`config.mk`:
```
export PLATFORM = sky130hd
export DESIGN_NAME = flash_cmd_front
export DESIGN_NICKNAME = d
export VERILOG_FILES = /design/src/rtl/flash_cmd_pkg.sv /design/src/rtl/flash_cmd_seq.sv /design/src/rtl/flash_busy_timer.sv /design/src/rtl/flash_word_array.sv /design/src/rtl/flash_cmd_front.sv
export SDC_FILE = /design/constraint.sdc
export NUM_CORES = 2
export LEC_CHECK = 0
export BUFFER_PORTS_ARGS = -buffer_cell sky130_fd_sc_hd__clkbuf_2
export CAP_MARGIN = 40
export CORE_ASPECT_RATIO = 0.5
export CORE_MARGIN = 2
export CORE_UTILIZATION = 35
export CTS_CLUSTER_DIAMETER = 50
export DETAILED_ROUTE_END_ITERATION = 6
export PLACE_DENSITY_LB_ADDON = 0.1
export SYNTH_ARGS = -nofsm -noshare
export SYNTH_HDL_FRONTEND = slang
export SYNTH_SLANG_ARGS = --single-unit
```
`constraint.sdc`:
```
create_clock -name clk -period 4.55 [get_ports clk]
set_input_delay 0.6825 -clock clk [delete_from_list [all_inputs] [get_ports clk]]
set_output_delay 0.6825 -clock clk [all_outputs]
set_load 0.01 [all_outputs]
```
`src/rtl/flash_cmd_pkg.sv`:
```
// Shared types and command codes for the flash command front end.
// Assumes unlock addresses are compared on their low 15 bits and
// command data on its low byte.
package flash_cmd_pkg;

    typedef enum logic [2:0] {
        SQ_IDLE,
        SQ_UNL1,
        SQ_UNL2,
        SQ_PGM,
        SQ_ERS3,
        SQ_ERS4,
        SQ_ERS5
    } seq_state_t;

    typedef enum logic [1:0] {
        OP_NONE,
        OP_PROG,
        OP_SECT,
        OP_BLK
    } op_kind_t;

    localparam int          UNL_AW    = 15;
    localparam logic [14:0] KEY_ADDR1 = 15'h5555;
    localparam logic [14:0] KEY_ADDR2 = 15'h2AAA;
    localparam logic [7:0]  KEY_DAT1  = 8'hAA;
    localparam logic [7:0]  KEY_DAT2  = 8'h55;
    localparam logic [7:0]  CMD_PROG  = 8'hA0;
    localparam logic [7:0]  CMD_ERASE = 8'h80;
    localparam logic [7:0]  CMD_SECT  = 8'h30;
    localparam logic [7:0]  CMD_BLK   = 8'h50;

endpackage

```
`src/rtl/flash_cmd_seq.sv`:
```
// Command sequence recogniser. Walks the unlock steps one write at a
// time and, on the write that completes a sequence, drives a one-cycle
// launch code in the same cycle (combinational). Writes while busy are
// dropped. Any mismatch returns the walk to idle.
module flash_cmd_seq
    import flash_cmd_pkg::*;
(
    input  logic              clk,
    input  logic              rst_n,
    input  logic              wr_en,
    input  logic              busy,
    input  logic [UNL_AW-1:0] key_addr,
    input  logic [7:0]        cmd_byte,
    output op_kind_t          launch_op
);

    seq_state_t state_q, state_d;
    logic       take, at_a1, at_a2;

    assign take  = wr_en && !busy;
    assign at_a1 = (key_addr == KEY_ADDR1);
    assign at_a2 = (key_addr == KEY_ADDR2);

    // Next-step selection and launch decode for the accepted write.
    always_comb begin
        state_d   = SQ_IDLE;
        launch_op = OP_NONE;
        case (state_q)
            SQ_IDLE: if (at_a1 && cmd_byte == KEY_DAT1) state_d = SQ_UNL1;
            SQ_UNL1: if (at_a2 && cmd_byte == KEY_DAT2) state_d = SQ_UNL2;
            SQ_UNL2: begin
                if (at_a1 && cmd_byte == CMD_PROG)  state_d = SQ_PGM;
                if (at_a1 && cmd_byte == CMD_ERASE) state_d = SQ_ERS3;
            end
            SQ_PGM:  if (take) launch_op = OP_PROG;
            SQ_ERS3: if (at_a1 && cmd_byte == KEY_DAT1) state_d = SQ_ERS4;
            SQ_ERS4: if (at_a2 && cmd_byte == KEY_DAT2) state_d = SQ_ERS5;
            SQ_ERS5: begin
                if (take && cmd_byte == CMD_SECT) launch_op = OP_SECT;
                if (take && cmd_byte == CMD_BLK)  launch_op = OP_BLK;
            end
            default: state_d = SQ_IDLE;
        endcase
    end

    // Advance the walk only on writes accepted while idle-ready.
    always_ff @(posedge clk) begin
        if (!rst_n)
            state_q <= SQ_IDLE;
        else if (take)
            state_q <= state_d;
    end

endmodule

```
`src/rtl/flash_busy_timer.sv`:
```
// Busy interval counter. Loads the program or erase length on a start
// pulse and counts down; busy is high while the count is non-zero, so
// it lasts exactly the loaded number of cycles. Starts are assumed to
// arrive only while idle.
module flash_busy_timer #(
    parameter int PROG_CYCLES  = 1250,
    parameter int ERASE_CYCLES = 3000
) (
    input  logic clk,
    input  logic rst_n,
    input  logic start_prog,
    input  logic start_erase,
    output logic busy
);

    localparam int MAXC  = (PROG_CYCLES > ERASE_CYCLES) ? PROG_CYCLES : ERASE_CYCLES;
    localparam int CNT_W = $clog2(MAXC + 1);

    logic [CNT_W-1:0] cnt_q;

    // Load on start, otherwise count down to zero.
    always_ff @(posedge clk) begin
        if (!rst_n)
            cnt_q <= '0;
        else if (start_prog)
            cnt_q <= CNT_W'(PROG_CYCLES);
        else if (start_erase)
            cnt_q <= CNT_W'(ERASE_CYCLES);
        else if (cnt_q != '0)
            cnt_q <= cnt_q - 1'b1;
    end

    assign busy = (cnt_q != '0);

endmodule

```
`src/rtl/flash_word_array.sv`:
```
// Word storage. One register per word, reset to all ones (erased).
// The index is {block bits, kept sector bits, offset bits}. A program
// ANDs data into one word; a sector erase sets all words with matching
// block and sector fields; a block erase sets all with a matching block
// field. Read is combinational on the read index.
module flash_word_array
    import flash_cmd_pkg::*;
#(
    parameter int DATA_W   = 16,
    parameter int BLK_W    = 1,
    parameter int SEC_KEEP = 2,
    parameter int OFS_BITS = 3
) (
    input  logic                                 clk,
    input  logic                                 rst_n,
    input  op_kind_t                             op,
    input  logic [BLK_W+SEC_KEEP+OFS_BITS-1:0]   op_idx,
    input  logic [DATA_W-1:0]                    op_data,
    input  logic [BLK_W+SEC_KEEP+OFS_BITS-1:0]   rd_idx,
    output logic [DATA_W-1:0]                    rd_word
);

    localparam int IDX_W = BLK_W + SEC_KEEP + OFS_BITS;
    localparam int DEPTH = 1 << IDX_W;

    logic [DATA_W-1:0] words [DEPTH];

    for (genvar i = 0; i < DEPTH; i++) begin : g_word
        localparam logic [IDX_W-1:0] MINE = IDX_W'(i);
        logic [DATA_W-1:0] word_q;
        logic              blk_hit, sec_hit;

        assign blk_hit = (op_idx[IDX_W-1 -: BLK_W] == MINE[IDX_W-1 -: BLK_W]);
        assign sec_hit = blk_hit &&
                         (op_idx[OFS_BITS +: SEC_KEEP] == MINE[OFS_BITS +: SEC_KEEP]);

        // Apply program or erase to this word when it is targeted.
        always_ff @(posedge clk) begin
            if (!rst_n)
                word_q <= '1;
            else if (op == OP_PROG && op_idx == MINE)
                word_q <= word_q & op_data;
            else if ((op == OP_SECT && sec_hit) || (op == OP_BLK && blk_hit))
                word_q <= '1;
        end

        assign words[i] = word_q;
    end

    assign rd_word = words[rd_idx];

endmodule

```
`src/rtl/flash_cmd_front.sv`:
```
// Top of the flash command front end. Joins the sequence recogniser,
// the busy timer and the word array, captures the polling/toggle
// status at launch and registers read data one cycle after rd_en.
// Assumes at most one write per cycle; reads while busy see status.
module flash_cmd_front
    import flash_cmd_pkg::*;
#(
    parameter int ADDR_W       = 16,
    parameter int DATA_W       = 16,
    parameter int PROG_CYCLES  = 1250,
    parameter int ERASE_CYCLES = 3000,
    parameter int SECTOR_LSB   = 11,
    parameter int BLOCK_LSB    = 15,
    parameter int SEC_KEEP     = 2,
    parameter int OFS_BITS     = 3
) (
    input  logic              clk,
    input  logic              rst_n,
    input  logic              wr_en,
    input  logic              rd_en,
    input  logic [ADDR_W-1:0] addr,
    input  logic [DATA_W-1:0] wdata,
    output logic [DATA_W-1:0] rdata,
    output logic              busy
);

    localparam int BLK_W    = ADDR_W - BLOCK_LSB;
    localparam int IDX_W    = BLK_W + SEC_KEEP + OFS_BITS;
    localparam int BUSY_MAX = (PROG_CYCLES > ERASE_CYCLES) ? PROG_CYCLES : ERASE_CYCLES;

    op_kind_t          launch_op;
    logic              launch_any;
    logic [IDX_W-1:0]  cur_idx;
    logic [DATA_W-1:0] rd_word;
    logic [DATA_W-1:0] status_w;
    logic              poll_q, tog_q;

    assign cur_idx = {addr[ADDR_W-1:BLOCK_LSB],
                      addr[SECTOR_LSB+SEC_KEEP-1:SECTOR_LSB],
                      addr[OFS_BITS-1:0]};

    flash_cmd_seq u_seq (
        .clk       (clk),
        .rst_n     (rst_n),
        .wr_en     (wr_en),
        .busy      (busy),
        .key_addr  (addr[UNL_AW-1:0]),
        .cmd_byte  (wdata[7:0]),
        .launch_op (launch_op)
    );

    assign launch_any = (launch_op != OP_NONE);

    flash_busy_timer #(
        .PROG_CYCLES  (PROG_CYCLES),
        .ERASE_CYCLES (ERASE_CYCLES)
    ) u_timer (
        .clk         (clk),
        .rst_n       (rst_n),
        .start_prog  (launch_op == OP_PROG),
        .start_erase (launch_op == OP_SECT || launch_op == OP_BLK),
        .busy        (busy)
    );

    flash_word_array #(
        .DATA_W   (DATA_W),
        .BLK_W    (BLK_W),
        .SEC_KEEP (SEC_KEEP),
        .OFS_BITS (OFS_BITS)
    ) u_array (
        .clk     (clk),
        .rst_n   (rst_n),
        .op      (launch_op),
        .op_idx  (cur_idx),
        .op_data (wdata),
        .rd_idx  (cur_idx),
        .rd_word (rd_word)
    );

    // Capture polling bit at launch; flip toggle bit per busy read.
    always_ff @(posedge clk) begin
        if (!rst_n) begin
            poll_q <= 1'b0;
            tog_q  <= 1'b0;
        end else if (launch_any) begin
            poll_q <= (launch_op == OP_PROG) ? ~wdata[7] : 1'b0;
            tog_q  <= 1'b0;
        end else if (rd_en && busy) begin
            tog_q  <= ~tog_q;
        end
    end

    // Status word: polling bit at 7, toggle bit at 6, rest zero.
    always_comb begin
        status_w    = '0;
        status_w[7] = poll_q;
        status_w[6] = tog_q;
    end

    // Register read data: status while busy, array word otherwise.
    always_ff @(posedge clk) begin
        if (!rst_n)
            rdata <= '0;
        else if (rd_en)
            rdata <= busy ? status_w : rd_word;
    end

endmodule

```
# Word-level counts from Yosys, hierarchy flattened
# Cells that the tools add are included.
# Widths: inputs -> output; s select.
[op_classes] bitwise_logic=69 eq_ne=83 magnitude_cmp=1 mux=91 addsub=1 reduce_logical=174
[ops] op="$mux 16" count=75
[ops] op="$and 16x16->16" count=64
[ops] op="$eq 6x6->1 const B" count=32
[ops] op="$reduce_bool 2->1" count=66
[ops] op="$bmux 16 s6" count=1
[ops] op="$eq 6x5->1 const B" count=16
[ops] op="$logic_and 1x1->1" count=90
[ops] op="$eq 6x4->1 const B" count=8
[ops] op="$eq 6x3->1 const B" count=4
[ops] op="$eq 8x8->1 const B" count=3
[ops] op="$mux 12" count=2
[ops] op="$eq 8x7->1 const B" count=2
[ops] op="$eq 15x14->1 const B" count=1
[ops] op="$eq 15x15->1 const B" count=1
[ops] op="$pmux 3 s5" count=1
[ops] op="$eq 6x2->1 const B" count=2
[ops] op="$reduce_bool 12->1" count=1
[ops] op="$sub 12x1->12 const B" count=1
[ops] op="$mux 11" count=1
[ops] op="$eq 3x3->1 const B" count=3
[ops] op="$logic_or 1x1->1" count=9
[ops] op="$mux 3" count=3
[ops] op="$eq 2x2->1 const B" count=4
[ops] op="$eq 8x6->1 const B" count=1
[ops] op="17 further kinds" count=28
[word_totals] elab_cells=490 inputBits=36 reg_bits=1057 output_inout_bits=17

# Logic depth before layout (Yosys ltp)
[depth] word_depth=12 mapped_depth=11 mapped_depth_nobuf=8

# By module
# Synthesis repeated with hierarchy kept, for this count alone.
[hier_totals] hier_cells=4339 area_unflattened_um2=41325.9
[modules_own_cells] module="flash_word_array" instances=1 seq_area_each_um2=20499.7 cells_each=4134 area_each_um2=39471.6
[modules_own_cells] module="flash_cmd_front" instances=1 seq_area_each_um2=360.3 cells_each=81 area_each_um2=760.7
[modules_own_cells] module="flash_busy_timer" instances=1 seq_area_each_um2=240.2 cells_each=77 area_each_um2=683.2
[modules_own_cells] module="flash_cmd_seq" instances=1 seq_area_each_um2=60.1 cells_each=47 area_each_um2=410.4

# Worst setup path after synthesis
# No wires, ideal clock.
[synth_timing] kind="input-to-reg" startpoint="in addr[0]" endpoint="reg rdata[15]" setup_slack_ns=1.421 t_arrival_ns=3.007 path_buffers=3 path_stages=7 required_ns=4.428 setup_ns=0.122 path_cell_list="buf_2 buf_2 buf_1 mux4_2 mux4_2 a32oi_1 nand3b_1"
[synth_via] elab_chain_len=5
[synth_lines] item="from (decl)" line="flash_cmd_front.sv:21" text="input logic [ADDR_W-1:0] addr,"
[synth_lines] item="$not 6->7 (not written as such)" line="flash_word_array.sv:50" text="assign rd_word = words[rd_idx];"
[synth_lines] item="$bmux 16 s6" line="flash_word_array.sv:50"
[synth_lines] item="$mux 16 (not written as such) (2 in series)" line="flash_word_array.sv:50"
[synth_lines] item="$mux 16" line="flash_cmd_front.sv:105" text="rdata <= busy ? status_w : rd_word;"
[synth_lines] item="to (signal assigned)" line="flash_cmd_front.sv:105"
[synth_lines] item="to (decl)" line="flash_cmd_front.sv:23" text="output logic [DATA_W-1:0] rdata,"
# Every way passes these cells. The select of a mux whose other input is x is not followed.
# A chain may end at the register's enable or synchronous reset.

# Worst setup path after layout
[layout_timing] startpoint="reg u_timer.cnt_q[0]" endpoint="reg u_array.g_word[14].word_q[9]"
[layout_via] elab_chain_len=11 elab_cells_between_ends=18 cone_classes="3 x eq/ne; 5 x mux; 10 x reduce/logical"
[layout_lines] item="from (decl)" line="flash_busy_timer.sv:19" text="logic [CNT_W-1:0] cnt_q;"
[layout_lines] item="from (signal assigned)" line="flash_busy_timer.sv:26" text="cnt_q <= CNT_W'(PROG_CYCLES);"
[layout_lines] item="from (signal assigned)" line="flash_busy_timer.sv:28" text="cnt_q <= CNT_W'(ERASE_CYCLES);"
[layout_lines] item="from (signal assigned)" line="flash_busy_timer.sv:30" text="cnt_q <= cnt_q - 1'b1;"
[layout_lines] item="$reduce_bool 12->1 *" line="flash_busy_timer.sv:33" text="assign busy = (cnt_q != '0);"
[layout_lines] item="$logic_not 1->1 *" line="flash_cmd_seq.sv:20" text="assign take = wr_en && !busy;"
[layout_lines] item="$logic_and 1x1->1 *" line="flash_cmd_seq.sv:20"
[layout_lines] item="$logic_and 1x1->1" line="flash_cmd_seq.sv:39" text="if (take && cmd_byte == CMD_SECT) launch_op = OP_SECT;"
[layout_lines] item="$mux 2" line="flash_cmd_seq.sv:39"
[layout_lines] item="$mux 2" line="flash_cmd_seq.sv:40" text="if (take && cmd_byte == CMD_BLK) launch_op = OP_BLK;"
[layout_lines] item="$pmux 2 s2 *" line="flash_cmd_seq.sv:28" text="case (state_q)"
[layout_lines] item="$eq 2x2->1" line="flash_word_array.sv:43" text="else if ((op == OP_SECT && sec_hit) || (op == OP_BLK && blk_hit))"
[layout_lines] item="$logic_and 1x1->1" line="flash_word_array.sv:43"
[layout_lines] item="$logic_or 1x1->1" line="flash_word_array.sv:43"
[layout_lines] item="$reduce_bool 2->1 (no line)"
[layout_lines] item="to (signal assigned)" line="flash_word_array.sv:42" text="word_q <= word_q & op_data;"
[layout_lines] item="to (decl)" line="flash_word_array.sv:30" text="logic [DATA_W-1:0] word_q;"
# Every way passes the cells marked *; elsewhere a longest branch is shown, timed or not.

==> run_results.csv <==
group,metric,value,unit
status,status,"finished, final reports clean",
run,drv_cap,0,
worst_setup_path,critPathBufInv,3,
yosys,synth_area,44600,µm²
floorplan,fp.dieArea,130000,µm²
place,place_inst,5700,
detailed_routing,avgRoutedWirePerCell,27.5,µm
floorplan,start_util,35.3,%
worst_setup_path,cp_data_required_time,5110,ps
cells_and_area,fin_nets,4152,
yosys,yosys-top-cells-count,"dfxtp_1, nand2_1, o31ai_1, clkbuf_1, mux4_2",
clocking,clkSlewWorstSetupHoldPaths,70,ps
yosys,yosysMostFrequentCell,"dfxtp_1",
place,globalplace.congestion,0.785,
pwr,power_switching,5.20,mW
cells_and_area,syn2layout_area_growth,13.5,%
worst_setup_path,max_stage_delay,810,ps
timing,clock_skew,23.3,ps
cells_and_area,n_fill_cell,12203,
worst_setup_path,cp.depth,9,
floorplan,boundaryPins,53,
yosys,ys_warn_count,0,
timing,hold_violations,0,
worst_setup_path,rr_worst_depth,9,
detailed_routing,routed_wl,162,mm
pwr,switching_share,25.6,%
clocking,cts_tree,"built",
cells_and_area,final_cell_area,50600,µm²
pwr,p_leak,16.2,nW
yosys,synth_edf_count,0,
floorplan,rows,92,
clocking,clk_path_buf_depth,3,
worst_setup_path,path_cells,"inv_1, ha_1, nor3b_1, nand4_2, or4b_4, buf_12, buf_4, o41ai_1, nand2_1",
worst_setup_path,critPathKind,"reg2reg",
yosys,ys_ff_latch,1057,
place,placed_area,46900,µm²
worst_setup_path,rrSetupSlack,1060,ps
yosys,synthMuxAreaShare,15.2,%
pwr,p_seq_share,46.3,%
timing,max_slew_margin,37.1,%
global_routing,antenna_found_initial,6,
worst_setup_path,worstSetupEndpoint,"u_array.g_word[14].word_q[9]$_SDFFE_PN1P_",
clocking,cts_sinks,1057,
yosys,synth_compound_area_share,19.7,%
yosys,synthArstFlopShare,0,%
pwr,total_power,20.3,mW
global_routing,grt_max_degree,147,
detailed_routing,firstDrtPassIters,5,
worst_hold_path,hp-class,"in2reg",
detailed_routing,drtIter0Drc,3403,
yosys,ys_seq_area_share,47.5,%
floorplan,chipHeight,256,µm
pwr,p_per_area,402,nW/µm²
clocking,clk_latency,720,ps
detailed_routing,drc,0,
clocking,root_buffer,"clkbuf_16",
yosys,synth_top_area_share,47.5,%
global_routing,grt_use_total,24.3,%
yosys,ys.flop_type,"dfxtp_1",
worst_setup_path,r2r-end,"u_array.g_word[14].word_q[9]$_SDFFE_PN1P_",
floorplan,die-width,509,µm
place,dp_hpwl,90.2,mm
pwr,clock_power_share,45.7,%
yosys,syn_avg_cell_area,10.3,µm²
worst_setup_path,crit_family,"simple AND/OR/NAND/NOR gates",
worst_setup_path,cp-startpoint,"u_timer.cnt_q[0]$_SDFFE_PP0P_",
worst_setup_path,cp_max_fo,54,
pwr,intPower,15.1,mW
floorplan,coreArea,126000,µm²
yosys,synth_top_area_cell,"dfxtp_1",
worst_setup_path,rr_startpoint,"u_timer.cnt_q[0]$_SDFFE_PP0P_",
clocking,cts_buffers,104,
yosys,yosys-top-cells-area,"dfxtp_1, mux4_2, o31ai_1",
timing,rsz0062_at_grt,"no",
global_routing,first_global_vias,34458,
yosys,synth_cells,4334,
worst_setup_path,arrival,4050,ps
global_routing,grt_pass1_wl,239,mm
yosys,yosys.area_share.simple,12.5,%
timing,tns,0,ps
timing,fin_crit,3490,ps
pwr,comb_power_share,8.0,%
yosys,synth_top_family_by_area,"compound AO/OA/AOI/OAI gates",
timing,holdWs,241,ps
cells_and_area,drive_gt1_share,17.8,%
timing,worst_slew_pin_slew,944,ps
clocking,cts_max_level,3,
timing,slew_violations,0,
yosys,yosysUniqueCellTypes,57,
yosys,yosys.area_share.adder,0.0562,%
detailed_routing,vias_per_cell,6.05,
clocking,postCtsSetupRepairBufs,0,
yosys,synth_xor_area_share,0.216,%
worst_setup_path,end_kind,"register",
place,port_buffers,52,
pwr,vdd_ir_drop_max,0.241,mV
clocking,holdBufCountCts,0,
timing,setup_viol,0,
global_routing,grt_overflow,0,
yosys,syn_nets,4372,
clocking,cts-resized-gates,0,
timing,max_freq,287,MHz
detailed_routing,drtAntennaViolNets,0,
timing,fin_crit_sh,76.7,%
worst_setup_path,slowest_stage,"or4b_4",
detailed_routing,via_count,35659,
worst_setup_path,start_kind,"register",
cells_and_area,stdcell_count,5894,
==> power groups by stage <==
stage / combinational (mW) / sequential [mW] / clock, mW
after global routing: 1.73 / 9.40 / 9.84
final: 1.63 / 9.40 / 9.29
after global placement: 1.60 / 9.61 / 0
after CTS: 1.63 / 9.40 / 9.47
after detailed placement: 1.62 / 9.61 / 0
after floorplan: 0.923 / 9.59 / 0
==> flip-flops by register name (all words and copies together), names as in the netlist <==
signal	cells
tog_q	1
u_array.g_word.word_q	1024
u_timer.cnt_q	12
rdata	16
poll_q	1
u_seq.state_q	3
==> worst min-delay path by stage <==
stage	to	cells after the start	startpoint
floorplan	u_array.g_word[45].word_q[0]$_SDFFE_PN1P_	1	u_array.g_word[45].word_q[0]$_SDFFE_PN1P_
global placement	u_array.g_word[45].word_q[9]$_SDFFE_PN1P_	1	u_array.g_word[45].word_q[9]$_SDFFE_PN1P_
detailed placement	u_array.g_word[60].word_q[11]$_SDFFE_PN1P_	1	u_array.g_word[60].word_q[11]$_SDFFE_PN1P_
CTS	u_seq.state_q[2]$_SDFFE_PN0P_	2	rst_n
global route	u_seq.state_q[0]$_SDFFE_PN0P_	2	rst_n
finish	u_seq.state_q[2]$_SDFFE_PN0P_	2	rst_n
==> cells by family after synthesis <==
logic type,after synthesis
AOI/OAI and AO/OA,1148
xor gates and xnor gates,11
muxes,308
DFF,1057
buffers and inverters,550
and+or+nand+nor,1258
adders and majority gates,2
==> cells in the final DEF (no fill, tap or decap), types with 75 or more instances in the layout <==
cell / Yosys / routed
clkbuf_16: 0 / 108
buf_4: 0 / 116
o41ai_1: 114 / 114
nand2_1: 873 / 862
a21o_1: 113 / 113
o31ai_1: 740 / 736
nor2_1: 77 / 75
dfxtp_1: 1057 / 1057
mux4_2: 296 / 296
nand4_1: 117 / 117
==> per-layer routing <==
layer,GRT usage (%),vias up,share of wire [%],wire (µm)
met5,0,-,0,0
met2,37.2,1092,44,71900
li1,-,15855,-,-
met4,5.22,0,2.0,3220
met1,35.6,18490,47,76700
met3,4.61,222,6.4,10300
==> cell type report <==
class | instances | area (µm²) | area share (%)
diodes | 2 | 5.00 | 0.00990
clock inverters | 41 | 505 | 0.999
flip-flops and latches | 1057 | 21200 | 41.8
repair buffers | 208 | 2010 | 3.98
clock buffers | 151 | 3130 | 6.20
inverters | 16 | 60.1 | 0.119
multi-input cells | 2727 | 21600 | 42.7
well taps | 1692 | 2120 | 4.19
==> per-stage QoR <==
| stage | worst slack, ps | util (%) |
|---|---|---|
| after global routing | 843 | 40.1 |
| final | 1060 | 40.1 |
| after global placement | 835 | 37.1 |
| after detailed placement | 806 | 37.2 |
| after CTS | 1070 | 40.1 |
| after floorplan | 1420 | - |
Power figures use the tool's default switching activity.
